**config.mk**
```make
export PLATFORM = sky130hd
export DESIGN_NAME = flash_cmd_ctrl
export DESIGN_NICKNAME = d
export VERILOG_FILES = /design/src/rtl/fcmd_pkg.sv /design/src/rtl/fcmd_lock_bank.sv /design/src/rtl/fcmd_store.sv /design/src/rtl/fcmd_seq.sv /design/src/rtl/flash_cmd_ctrl.sv
export SDC_FILE = /design/constraint.sdc
export NUM_CORES = 2
export LEC_CHECK = 0
export ABC_AREA = 1
export BUFFER_PORTS_ARGS = -buffer_cell sky130_fd_sc_hd__buf_4
export CAP_MARGIN = 20
export CORE_ASPECT_RATIO = 0.6
export CORE_MARGIN = 5
export CORE_UTILIZATION = 40
export CTS_CLUSTER_DIAMETER = 60
export DETAILED_ROUTE_END_ITERATION = 6
export GPL_ROUTABILITY_DRIVEN = 0
export HOLD_SLACK_MARGIN = 0.06
export MAX_ROUTING_LAYER = met4
export PLACE_DENSITY = 0.51
export SLEW_MARGIN = 20
export SYNTH_ARGS = -nofsm -noshare
export SYNTH_HDL_FRONTEND = slang
export SYNTH_SLANG_ARGS = --single-unit
```
**constraint.sdc**
```tcl
create_clock -name clk -period 4.4 [get_ports clk]
set_input_delay 0.22 -clock clk [delete_from_list [all_inputs] [get_ports clk]]
set_output_delay 0.22 -clock clk [all_outputs]
set_load 0.03 [all_outputs]
```
**src/rtl/fcmd_pkg.sv**
```systemverilog
package fcmd_pkg;
  typedef enum logic [1:0] {
    RM_ARRAY  = 2'd0,
    RM_IDENT  = 2'd1,
    RM_QUERY  = 2'd2,
    RM_STATUS = 2'd3
  } rmode_e;

  typedef enum logic [1:0] {
    SQ_IDLE  = 2'd0,
    SQ_PROG  = 2'd1,
    SQ_ERASE = 2'd2,
    SQ_LOCK  = 2'd3
  } seq_e;

  typedef struct packed {
    logic err_erase;
    logic err_prog;
    logic err_lock;
  } flags_t;

  localparam logic [7:0] CMD_ARRAY   = 8'hFF;
  localparam logic [7:0] CMD_IDENT   = 8'h90;
  localparam logic [7:0] CMD_QUERY   = 8'h98;
  localparam logic [7:0] CMD_STATUS  = 8'h70;
  localparam logic [7:0] CMD_CLEAR   = 8'h50;
  localparam logic [7:0] CMD_PROG_A  = 8'h40;
  localparam logic [7:0] CMD_PROG_B  = 8'h10;
  localparam logic [7:0] CMD_ERASE   = 8'h20;
  localparam logic [7:0] CMD_LOCK    = 8'h60;
  localparam logic [7:0] CMD_CONFIRM = 8'hD0;
  localparam logic [7:0] CMD_LKSET   = 8'h01;
endpackage

```
**src/rtl/fcmd_lock_bank.sv**
```systemverilog
module fcmd_lock_bank #(
  parameter int BLKS = 4,
  localparam int BW = (BLKS > 1) ? $clog2(BLKS) : 1
) (
  input  logic            clk,
  input  logic            rst_n,
  input  logic            set_en,
  input  logic [BW-1:0]   set_blk,
  input  logic            clr_all,
  output logic [BLKS-1:0] lock_q
);
  for (genvar b = 0; b < BLKS; b++) begin : g_bit
    always_ff @(posedge clk) begin
      if (!rst_n)                               lock_q[b] <= 1'b0;
      else if (clr_all)                         lock_q[b] <= 1'b0;
      else if (set_en && set_blk == BW'(b))     lock_q[b] <= 1'b1;
    end
  end

  // a clear-all leaves no block locked
  p_clear_all_r6: assert property (@(posedge clk) disable iff (!rst_n)
    clr_all |=> (lock_q == '0));
  // a set request locks the addressed block
  p_set_block_r6: assert property (@(posedge clk) disable iff (!rst_n)
    (set_en && !clr_all) |=> lock_q[$past(set_blk)]);
endmodule

```
**src/rtl/fcmd_store.sv**
```systemverilog
module fcmd_store #(
  parameter int DW   = 16,
  parameter int AW   = 6,
  parameter int OFFW = 4,
  localparam int BW    = AW - OFFW,
  localparam int DEPTH = 1 << AW
) (
  input  logic          clk,
  input  logic          rst_n,
  input  logic          prog_en,
  input  logic [AW-1:0] prog_addr,
  input  logic [DW-1:0] prog_data,
  input  logic          erase_en,
  input  logic [BW-1:0] erase_blk,
  input  logic [AW-1:0] rd_addr,
  output logic [DW-1:0] rd_word
);
  logic [DW-1:0] words [DEPTH];

  for (genvar g = 0; g < DEPTH; g++) begin : g_word
    localparam int GBLK = g >> OFFW;
    logic [DW-1:0] word_q;
    always_ff @(posedge clk) begin
      if (!rst_n)
        word_q <= '1;
      else if (erase_en && erase_blk == BW'(GBLK))
        word_q <= '1;
      else if (prog_en && prog_addr == AW'(g))
        word_q <= word_q & prog_data;   // programming only clears bits
    end
    assign words[g] = word_q;
  end

  assign rd_word = words[rd_addr];

  // after an erase the erased block's words read all ones
  p_erase_ones_r5: assert property (@(posedge clk) disable iff (!rst_n)
    (erase_en && rd_addr[AW-1:OFFW] == erase_blk) |=> (rd_word == '1) || !$stable(rd_addr));
endmodule

```
**src/rtl/fcmd_seq.sv**
```systemverilog
module fcmd_seq
  import fcmd_pkg::*;
#(
  parameter int DW   = 16,
  parameter int AW   = 6,
  parameter int OFFW = 4,
  parameter int BLKS = 4,
  localparam int BW  = AW - OFFW
) (
  input  logic            clk,
  input  logic            rst_n,
  input  logic            wr_valid,
  output logic            wr_ready,
  input  logic [AW-1:0]   wr_addr,
  input  logic [DW-1:0]   wr_data,
  input  logic            eng_busy,
  input  logic [BLKS-1:0] lock_vec,
  output rmode_e          mode_q,
  output flags_t          flags_q,
  output logic            do_prog,
  output logic            do_erase,
  output logic            do_lkset,
  output logic            do_lkclr,
  output logic            op_prog,
  output logic            op_erase,
  output logic            op_lkset,
  output logic            op_lkclr,
  output logic [AW-1:0]   op_addr,
  output logic [DW-1:0]   op_data,
  output logic            stat_clr
);
  seq_e    state_q, state_d;
  rmode_e  mode_d;
  flags_t  flags_d;
  logic    clr_d;
  logic    fire;
  logic [7:0]    cmd;
  logic [BW-1:0] blk;
  logic          tgt_locked;

  assign cmd        = wr_data[7:0];
  assign blk        = wr_addr[AW-1:OFFW];
  assign tgt_locked = lock_vec[blk];
  assign wr_ready   = (state_q == SQ_IDLE) || !eng_busy;
  assign fire       = wr_valid && wr_ready;

  always_comb begin
    state_d  = state_q;
    mode_d   = mode_q;
    flags_d  = flags_q;
    clr_d    = 1'b0;
    do_prog  = 1'b0;
    do_erase = 1'b0;
    do_lkset = 1'b0;
    do_lkclr = 1'b0;
    if (fire) begin
      unique case (state_q)
        SQ_IDLE: begin
          case (cmd)
            CMD_ARRAY:  mode_d = RM_ARRAY;
            CMD_IDENT:  if (!eng_busy) mode_d = RM_IDENT;
            CMD_QUERY:  mode_d = RM_QUERY;
            CMD_STATUS: mode_d = RM_STATUS;
            CMD_CLEAR: begin
              clr_d   = 1'b1;
              flags_d = '0;
            end
            CMD_PROG_A, CMD_PROG_B: state_d = SQ_PROG;
            CMD_ERASE:  state_d = SQ_ERASE;
            CMD_LOCK:   if (!eng_busy) state_d = SQ_LOCK;
            default: ;
          endcase
        end
        SQ_PROG: begin
          state_d = SQ_IDLE;
          mode_d  = RM_STATUS;
          if (tgt_locked) begin
            flags_d.err_prog = 1'b1;
            flags_d.err_lock = 1'b1;
          end else begin
            do_prog = 1'b1;
          end
        end
        SQ_ERASE: begin
          state_d = SQ_IDLE;
          mode_d  = RM_STATUS;
          if (cmd != CMD_CONFIRM) begin
            flags_d.err_erase = 1'b1;
            flags_d.err_prog  = 1'b1;
          end else if (tgt_locked) begin
            flags_d.err_erase = 1'b1;
            flags_d.err_lock  = 1'b1;
          end else begin
            do_erase = 1'b1;
          end
        end
        SQ_LOCK: begin
          state_d = SQ_IDLE;
          mode_d  = RM_STATUS;
          if (cmd == CMD_LKSET)        do_lkset = 1'b1;
          else if (cmd == CMD_CONFIRM) do_lkclr = 1'b1;
          else begin
            flags_d.err_erase = 1'b1;
            flags_d.err_prog  = 1'b1;
          end
        end
        default: state_d = SQ_IDLE;
      endcase
    end
  end

  always_ff @(posedge clk) begin
    if (!rst_n) begin
      state_q  <= SQ_IDLE;
      mode_q   <= RM_ARRAY;
      flags_q  <= '0;
      op_prog  <= 1'b0;
      op_erase <= 1'b0;
      op_lkset <= 1'b0;
      op_lkclr <= 1'b0;
      stat_clr <= 1'b0;
      op_addr  <= '0;
      op_data  <= '0;
    end else begin
      state_q  <= state_d;
      mode_q   <= mode_d;
      flags_q  <= flags_d;
      op_prog  <= do_prog;
      op_erase <= do_erase;
      op_lkset <= do_lkset;
      op_lkclr <= do_lkclr;
      stat_clr <= clr_d;
      if (do_prog || do_erase || do_lkset || do_lkclr) begin
        op_addr <= wr_addr;
        op_data <= wr_data;
      end
    end
  end

  // at most one launch pulse per cycle
  p_one_launch_r4: assert property (@(posedge clk) disable iff (!rst_n)
    $onehot0({op_prog, op_erase, op_lkset, op_lkclr}));
  // a launch is always seen with reads in status mode
  p_launch_status_r4: assert property (@(posedge clk) disable iff (!rst_n)
    (op_prog || op_erase || op_lkset || op_lkclr) |-> (mode_q == RM_STATUS));
  // no launch follows a cycle where the engine was busy
  p_no_busy_launch_r11: assert property (@(posedge clk) disable iff (!rst_n)
    (do_prog || do_erase || do_lkset || do_lkclr) |=> $past(!eng_busy));
  // identity request during busy keeps the mode
  p_ident_busy_r10: assert property (@(posedge clk) disable iff (!rst_n)
    (fire && state_q == SQ_IDLE && cmd == CMD_IDENT && eng_busy) |=> $stable(mode_q));
  // without an accepted write the mode holds
  p_mode_hold_r12: assert property (@(posedge clk) disable iff (!rst_n)
    !fire |=> $stable(mode_q));
endmodule

```
**src/rtl/flash_cmd_ctrl.sv**
```systemverilog
module flash_cmd_ctrl
  import fcmd_pkg::*;
#(
  parameter int          DW            = 16,
  parameter int          BLKS          = 4,
  parameter int          WORDS_PER_BLK = 16,
  parameter logic [15:0] MFR_ID        = 16'h0047,
  parameter logic [15:0] DEV_ID        = 16'h0031,
  localparam int OFFW = $clog2(WORDS_PER_BLK),
  localparam int BW   = $clog2(BLKS),
  localparam int AW   = OFFW + BW
) (
  input  logic          clk,
  input  logic          rst_n,
  input  logic          wr_valid,
  output logic          wr_ready,
  input  logic [AW-1:0] wr_addr,
  input  logic [DW-1:0] wr_data,
  input  logic [AW-1:0] rd_addr,
  output logic [DW-1:0] rd_data,
  input  logic          eng_busy,
  output logic [1:0]    rd_mode,
  output logic          op_prog,
  output logic          op_erase,
  output logic          op_lkset,
  output logic          op_lkclr,
  output logic [AW-1:0] op_addr,
  output logic [DW-1:0] op_data,
  output logic          stat_clr
);
  rmode_e          mode_q;
  flags_t          flags_q;
  logic            do_prog, do_erase, do_lkset, do_lkclr;
  logic [BLKS-1:0] lock_q;
  logic [DW-1:0]   arr_word;
  logic [7:0]      stat_byte;
  logic [OFFW-1:0] rd_off;
  logic [BW-1:0]   rd_blk;

  fcmd_seq #(.DW(DW), .AW(AW), .OFFW(OFFW), .BLKS(BLKS)) u_seq (
    .clk(clk), .rst_n(rst_n),
    .wr_valid(wr_valid), .wr_ready(wr_ready),
    .wr_addr(wr_addr), .wr_data(wr_data),
    .eng_busy(eng_busy), .lock_vec(lock_q),
    .mode_q(mode_q), .flags_q(flags_q),
    .do_prog(do_prog), .do_erase(do_erase),
    .do_lkset(do_lkset), .do_lkclr(do_lkclr),
    .op_prog(op_prog), .op_erase(op_erase),
    .op_lkset(op_lkset), .op_lkclr(op_lkclr),
    .op_addr(op_addr), .op_data(op_data),
    .stat_clr(stat_clr)
  );

  fcmd_lock_bank #(.BLKS(BLKS)) u_locks (
    .clk(clk), .rst_n(rst_n),
    .set_en(do_lkset), .set_blk(wr_addr[AW-1:OFFW]),
    .clr_all(do_lkclr), .lock_q(lock_q)
  );

  fcmd_store #(.DW(DW), .AW(AW), .OFFW(OFFW)) u_store (
    .clk(clk), .rst_n(rst_n),
    .prog_en(do_prog), .prog_addr(wr_addr), .prog_data(wr_data),
    .erase_en(do_erase), .erase_blk(wr_addr[AW-1:OFFW]),
    .rd_addr(rd_addr), .rd_word(arr_word)
  );

  assign rd_off    = rd_addr[OFFW-1:0];
  assign rd_blk    = rd_addr[AW-1:OFFW];
  assign stat_byte = {!eng_busy, 1'b0, flags_q.err_erase, flags_q.err_prog,
                      2'b00, flags_q.err_lock, 1'b0};
  assign rd_mode   = mode_q;

  always_comb begin
    rd_data = '0;
    unique case (mode_q)
      RM_ARRAY:  rd_data = arr_word;
      RM_IDENT: begin
        if (rd_blk == '0 && rd_off == OFFW'(0))      rd_data = DW'(MFR_ID);
        else if (rd_blk == '0 && rd_off == OFFW'(1)) rd_data = DW'(DEV_ID);
        else if (rd_off == OFFW'(2))                 rd_data = {{(DW-1){1'b0}}, lock_q[rd_blk]};
      end
      RM_QUERY:  rd_data = '0;
      RM_STATUS: rd_data = {{(DW-8){1'b0}}, stat_byte};
      default:   rd_data = '0;
    endcase
  end

  // upper byte is zero whenever status is read
  p_status_upper_r12: assert property (@(posedge clk) disable iff (!rst_n)
    (mode_q == RM_STATUS) |-> (rd_data[DW-1:8] == '0));
endmodule

```
# Yosys cells after proc, flatten, opt, wreduce, memory -nomap -nowiden
# Index checks and enable logic that the tools add are counted.
# W data, S select, Z words.
totals:
  output_inout_bits: 46
  reg_bits: 1062
  wordCells: 390
  in_bits: 32
op_classes:
  n_reduce_logical: 101
  n_lt_le_gt_ge: 3
  bitwise_logic: 66
  mux: 42
  eq_ne: 98
ops:
  columns: ["op", "count"]
  rows:
  - ["$and A16 B16 Y16", 64]
  - ["$eq A6 B6 Y1 const B", 32]
  - ["$bmux W16 S6", 1]
  - ["$eq A6 B5 Y1 const B", 16]
  - ["$logic_and A1 B1 Y1", 75]
  - ["$pmux W16 S4", 1]
  - ["$eq A6 B4 Y1 const B", 8]
  - ["$eq A8 B7 Y1 const B", 4]
  - ["$eq A8 B8 Y1 const B", 4]
  - ["$mux W16", 2]
  - ["$eq A6 B3 Y1 const B", 4]
  - ["$mux W1", 21]
  - ["$reduce_and A6 Y1", 3]
  - ["$eq A2 B2 Y1 const B", 6]
  - ["$eq A6 B2 Y1 const B", 2]
  - ["$reduce_or A2 Y1", 6]
  - ["$mux W2", 5]
  - ["$reduce_and A3 Y1", 3]
  - ["$eq A8 B1 Y1 const B", 1]
  - ["$eq A8 B5 Y1 const B", 1]
  - ["$eq A8 B6 Y1 const B", 1]
  - ["$logic_not A2 Y1", 4]
  - ["$ne A2 B2 Y1 const B", 4]
  - ["$ne A8 B8 Y1 const B", 1]
  - ["other kinds (28)", 41]

# Logic depth before layout (Yosys ltp)
logic_depth:
  word_depth: 9
  depth_mapped: 17

# Modules after synthesis
# From an unflattened synthesis, not the netlist that was laid out.
hier_totals:
  hier_cells: 6252
  area_unflattened_um2: 44193.6
modules_own_cells:
  columns: ["mod", "instances", "cells_each", "area_each_um2"]
  rows:
  - ["fcmd_store", 1, 5866, 41715.0]
  - ["fcmd_seq", 1, 303, 2018.2]
  - ["flash_cmd_ctrl", 1, 62, 304.0]
  - ["fcmd_lock_bank", 1, 21, 156.4]

# Least setup slack after synthesis
# No wires, ideal clock.
synth_timing:
  kind: "register to register"
  from: "register u_seq.state_q[0]"
  to: "register u_store.g_word[15].word_q[0]"
  setup_slack_ps: 2184
  required_ps: 4281
  arrival_ps: 2098
  synth_period_minus_slack_ps: 2216
  setup_time_ps: 119
  path_buffers: 2
  path_stages_with_launch: 13
  path_cell_list: "dfxtp_1 inv_1 ha_1 inv_2 nand2_1 nand2_1 inv_1 nand3_2 inv_2 a21oi_2 buf_2 buf_2 nand2_1"
synth_between:
  elab_chain_cells: 6
  word_cells_on_any_way: 12
synth_rtl:
  columns: ["item", "line_no", "rtl"]
  rows:
  - ["from (decl)", "fcmd_seq.sv:32", "seq_e state_q, state_d;"]
  - ["from (signal assigned)", "fcmd_seq.sv:125", "state_q <= state_d;"]
  - ["$logic_not A2 Y1 (*)", "fcmd_seq.sv:44", "assign wr_ready = (state_q == SQ_IDLE) || !eng_busy;"]
  - ["$logic_or A1 B1 Y1 (*)", "fcmd_seq.sv:44", null]
  - ["named net wr_ready", "flash_cmd_ctrl.sv:16", "output logic wr_ready,"]
  - ["$logic_and A1 B1 Y1 (*)", "fcmd_seq.sv:45", "assign fire = wr_valid && wr_ready;"]
  - ["$mux W1", "fcmd_seq.sv:56", "if (fire) begin"]
  - ["$logic_and A1 B1 Y1", "fcmd_store.sv:26", "else if (erase_en && erase_blk == BW'(GBLK))"]
  - ["$reduce_or A2 Y1 (no source line)", null, null]
  - ["to (signal assigned)", "fcmd_store.sv:29", "word_q <= word_q & prog_data;"]
  - ["to (decl)", "fcmd_store.sv:22", "logic [DW-1:0] word_q;"]
# The timed path passes the listed nets; every way through them passes the cells marked *.
# A chain may end at the register's enable or synchronous reset.

# Worst setup path after layout
layout_timing:
  from: "register u_seq.state_q[0]"
  to: "register u_seq.op_addr[3]"
layout_between:
  elab_chain_cells: 7
  word_cells_on_any_way: 17
layout_rtl:
  columns: ["item", "line_no", "rtl"]
  rows:
  - ["$logic_not A2 Y1", "fcmd_seq.sv:44", null]
  - ["$logic_or A1 B1 Y1", "fcmd_seq.sv:44", null]
  - ["$logic_and A1 B1 Y1", "fcmd_seq.sv:45", null]
  - ["$mux W1", "fcmd_seq.sv:56", null]
  - ["$logic_or A1 B1 Y1 (2 in a row)", "fcmd_seq.sv:133", "if (do_prog || do_erase || do_lkset || do_lkclr) begin"]
  - ["$logic_or A1 B1 Y1 (*)", "fcmd_seq.sv:133", null]
  - ["to (signal assigned)", "fcmd_seq.sv:134", "op_addr <= wr_addr;"]
  - ["to (decl)", "fcmd_seq.sv:28", "output logic [AW-1:0] op_addr,"]
# Mark *: on every way between the ends. The rest lies on a longest branch, timed or not.

==> impl_summary.txt <==
----------------------------------------------------
[Run status]
  Status ... complete, no violations

[STA]
  Final sum of negative setup slack ... 0 ns
  Clock tree skew after final layout ... 0.03284 ns
  Worst slew margin relative to its limit ... 21.92%
  Final setup margin ... 1.015 ns
  Final critical-path required period ... 3.385 ns
  Final setup violation count ... 0
  Setup repair after global routing missed its margin ... false
  Final number of max-transition violations ... 0
  Final Cycle Share ... 76.94%
  Maximum clock rate ... 295.4 MHz
  Hold Violations, Final ... 0
  Least-Margin Pin Slew ... 1.167 ns
  Min Hold Slack ... 0.1348 ns

[Pwr]
  Peak ir drop on the vdd network ... 292.5 uV
  Total power density per cell area ... 411.1 nW/um2
  Reported leakage power ... 22.38 nW

[Routing]
  WL per Instance ... 21.10 um
  Number of DRC violations after detailed routing ... 0
  Detailed Route WL ... 166600 um
  Total via count in the routed design ... 41.71k
  Post-DRT Antenna Nets ... 0
  DRC violation total after the first TritonRoute iteration ... 4618
  First drt pass iteration count ... 6
  Via-per-instance ratio ... 5.284

[Worst setup path]
  Crit Path Category ... flip-flop to flip-flop
  Launching instance or port of the critical path ... u_seq.state_q[0]
  Category of the worst setup path capture point ... flip-flop
  Crit path DAT ... 3.98 ns
  Worst-case reg-to-reg path depth ... 13
  Required @ worst endpoint ... 4.99 ns
  Beginning of the worst register-to-register path ... u_seq.state_q[0]
  Crit Path Max Fanout ... 24
  Worst reg2reg endpoint ... u_seq.op_addr[3]
  Worst setup endpoint ... u_seq.op_addr[3]
  Type of origin of the critical path ... flip-flop
  Slack of the worst reg-to-reg path ... 1.01 ns

[Die]
  Die width ... 445.3 um
  Area enclosed by the die boundary ... 120700 um2
  Area of the core region ... 112400 um2
  Number of rows created at floorplan ... 95
  Starting density of the core ... 40.44%
  I/O Pins ... 78
  Vertical extent of the die ... 271.2 um

[Worst hold path]
  Min-Delay Path Depth ... 5
  Class of the worst hold path ... primary input to flip-flop

[Flow run]
  Count of max-cap constraint violations ... 0

[Clocking]
  Total number of H-tree levels ... 3
  Clock tree from TritonCTS ... done
  Number of clock sinks seen by CTS ... 1062
  Clock slew seen by the registers of the worst setup and hold paths ... 0.06 ns
  Clock insertion delay at the later pin of the skew report ... 0.73 ns
  Setup fix buffers added after clock tree synthesis ... 0
  Resized cells post-CTS ... 0
  Buffer levels on the longest clock path ... 3
  Number of buffers created by CTS ... 102
  Root cell of the clock tree ... clkbuf_16

[Synthesis]
  Yosys warning count ... 0
  Average cell area after synthesis ... 6.987 um2
  Mapped Cells ... 6508
  Synthesis-stage register bit count ... 1062
  Net count of the mapped netlist ... 6544
  Sequential cell area fraction in the yosys report ... 46.76%
  Number of distinct library cells after synthesis ... 34
  Post-Syn Area ... 45470 um2

[Final layout]
  Area growth from synthesis to final layout ... 10.27%
  Number of fillers in the final layout ... 11.76k
  Post-layout util ... 44.59%
  Final net count ... 6344
  Share of final-layout standard cells stronger than drive strength 1 ... 6.588%
  Final cell area excluding filler cells ... 50140 um2

[Global route]
  Overall global routing resource usage ... 27.61%
  First-pass GRT wire length ... 249300 um
  Vias in the first global route ... 37.67k
  Initial antenna violation count ... 4
  Total overflow reported by the global router ... 0
  Pin count of the biggest net entering global routing ... 143

[Placed design]
  Port bufs ... 77
  DP Area ... 46500 um2
  Worst slack at placement ... 1.190 ns
  Total half-perimeter wirelength after legalization and detailed placement ... 97670 um

----------------------------------------------------
## final cells by class
cell class	instances	area (um2)	area share, %
Sequential cell	1062	21260	42.40
Multi-Input combinational cell	4547	20200	40.28
Clock buffer	146	2939	5.861
Tap cell	1503	1881	3.750
Timing Repair Buffer	198	1878	3.745
Inverter	397	1505	3.002
Clock inverter	40	475.5	0.9482
Antenna cell	2	5.005	0.009981
## layer usage
layer  wire length (um)  track usage, %
met4               2757           5.150
met2              65850           37.21
met5                  0               -
met3              13900           4.880
met1              84100           42.73
## critical path, stage by stage (launching register included)
cell	delay, ns
dfxtp_1	0.33
inv_1	0.10
ha_1	0.32
inv_2	0.10
nand2_1	0.09
nand2_1	0.15
inv_1	0.21
nand3_2	0.49
inv_2	0.42
nor2_1	0.11
buf_4	0.23
nor2_1	0.12
nor2_1	0.05
dlygate4sd3_1	0.55
## stage by stage
step,total power (W),std cells
2_1_floorplan,0.01087,6508
3_3_place_gp,0.01163,7685
3_5_place_dp,0.01162,7685
4_1_cts,0.02075,7893
5_1_grt,0.02129,7893
6_report,0.02061,7895
## state kept, by name (all words and copies together) (netlist names)
register	flops
u_store.g_word.word_q	1024
u_seq.op_data	16
u_seq.op_addr	6
u_locks.lock_q	4
u_seq.flags_q	3
u_seq.mode_q	2
u_seq.state_q	2
u_seq.op_erase	1
u_seq.op_lkclr	1
u_seq.op_lkset	1
u_seq.op_prog	1
u_seq.stat_clr	1
## cell usage after synthesis
cell	n	area, um2
o221ai_1	1	8.760
nor2_4	2	22.52
nand4_1	28	175.2
o311ai_0	1	8.760
a21oi_2	4	35.03
buf_1	66	247.7
o21ai_1	546	2733
a31oi_1	9	56.30
clkbuf_1	201	754.5
nor2_1	315	1182
ha_1	4	50.05
nand2_1	2469	9268
inv_1	384	1441
a21oi_1	114	570.6
nand3_4	50	875.8
o21a_1	1	7.510
nand3_2	10	100.1
buf_8	1	15.01
inv_2	9	33.78
nand3_1	378	1892
o211ai_1	24	180.2
o22ai_1	2	12.51
buf_12	5	100.1
dfxtp_1	1062	21260
nor2_2	1	6.260
nand2_4	1	11.26
nor4_2	1	12.51
and3_1	1	6.260
buf_6	50	563.0
o21ai_0	577	2888
clkinv_1	4	15.01
nor3_1	8	40.04
buf_4	1	7.510
buf_2	178	890.9
## how the worst min path moves through the flow
stage / startpoint / endpoint / slack [ns]
finish: wr_data[6] / u_seq.op_lkclr / 0.13
global route: wr_data[15] / u_seq.op_data[15] / 0.17
CTS: wr_data[6] / u_seq.op_lkclr / 0.07
detailed placement: u_store.g_word[42].word_q[14] / u_store.g_word[42].word_q[14] / 0.44
global placement: u_store.g_word[63].word_q[13] / u_store.g_word[63].word_q[13] / 0.43
floorplan: wr_addr[0] / u_seq.op_addr[0] / 0.35
## cell usage in the layout (no fill, tap or decap), drive strengths merged
cell type / netlist / final
nand2: 2470 / 2470
o21ai: 1123 / 1123
dfxtp: 1062 / 1062
nand3: 438 / 438
inv: 393 / 395
nor2: 318 / 318
buf: 301 / 176
clkbuf: 201 / 146
a21oi: 118 / 118
clkinv: 4 / 32
nand4: 28 / 28
o211ai: 24 / 24
dlygate4sd3: 0 / 22
a31oi: 9 / 9
nor3: 8 / 8
bufinv: 0 / 8
ha: 4 / 4
diode: 0 / 2
o22ai: 2 / 2
clkinvlp: 0 / 2
o21a: 1 / 1
o221ai: 1 / 1
nor4: 1 / 1
and3: 1 / 1
o311ai: 1 / 1
## power by group
part / switching [W] / internal, W
Combinational: 0.00144 / 0.000395
Clock: 0.00403 / 0.00513
Sequential: 0.00000443 / 0.00962
## repair_timing
action / in CTS / in global routing
endpoints found under the setup margin: 0 / 0
hold endpoints to repair: 34 / 0
hold buffers: 22 / 0
## logic make-up (layout without fill, tap and decap cells)
kind of cell	Yosys count	in the layout	share of synthesized area, %
AND/OR/NAND/NOR	3264	3264	29.89
AO/OA/AOI/OAI	1279	1279	14.29
flip-flops	1062	1062	46.76
buffers and inverters	899	781	8.948
adder cells (fa/ha/maj)	4	4	0.1101
other	0	2	0
(Power assumes the default switching activity.)
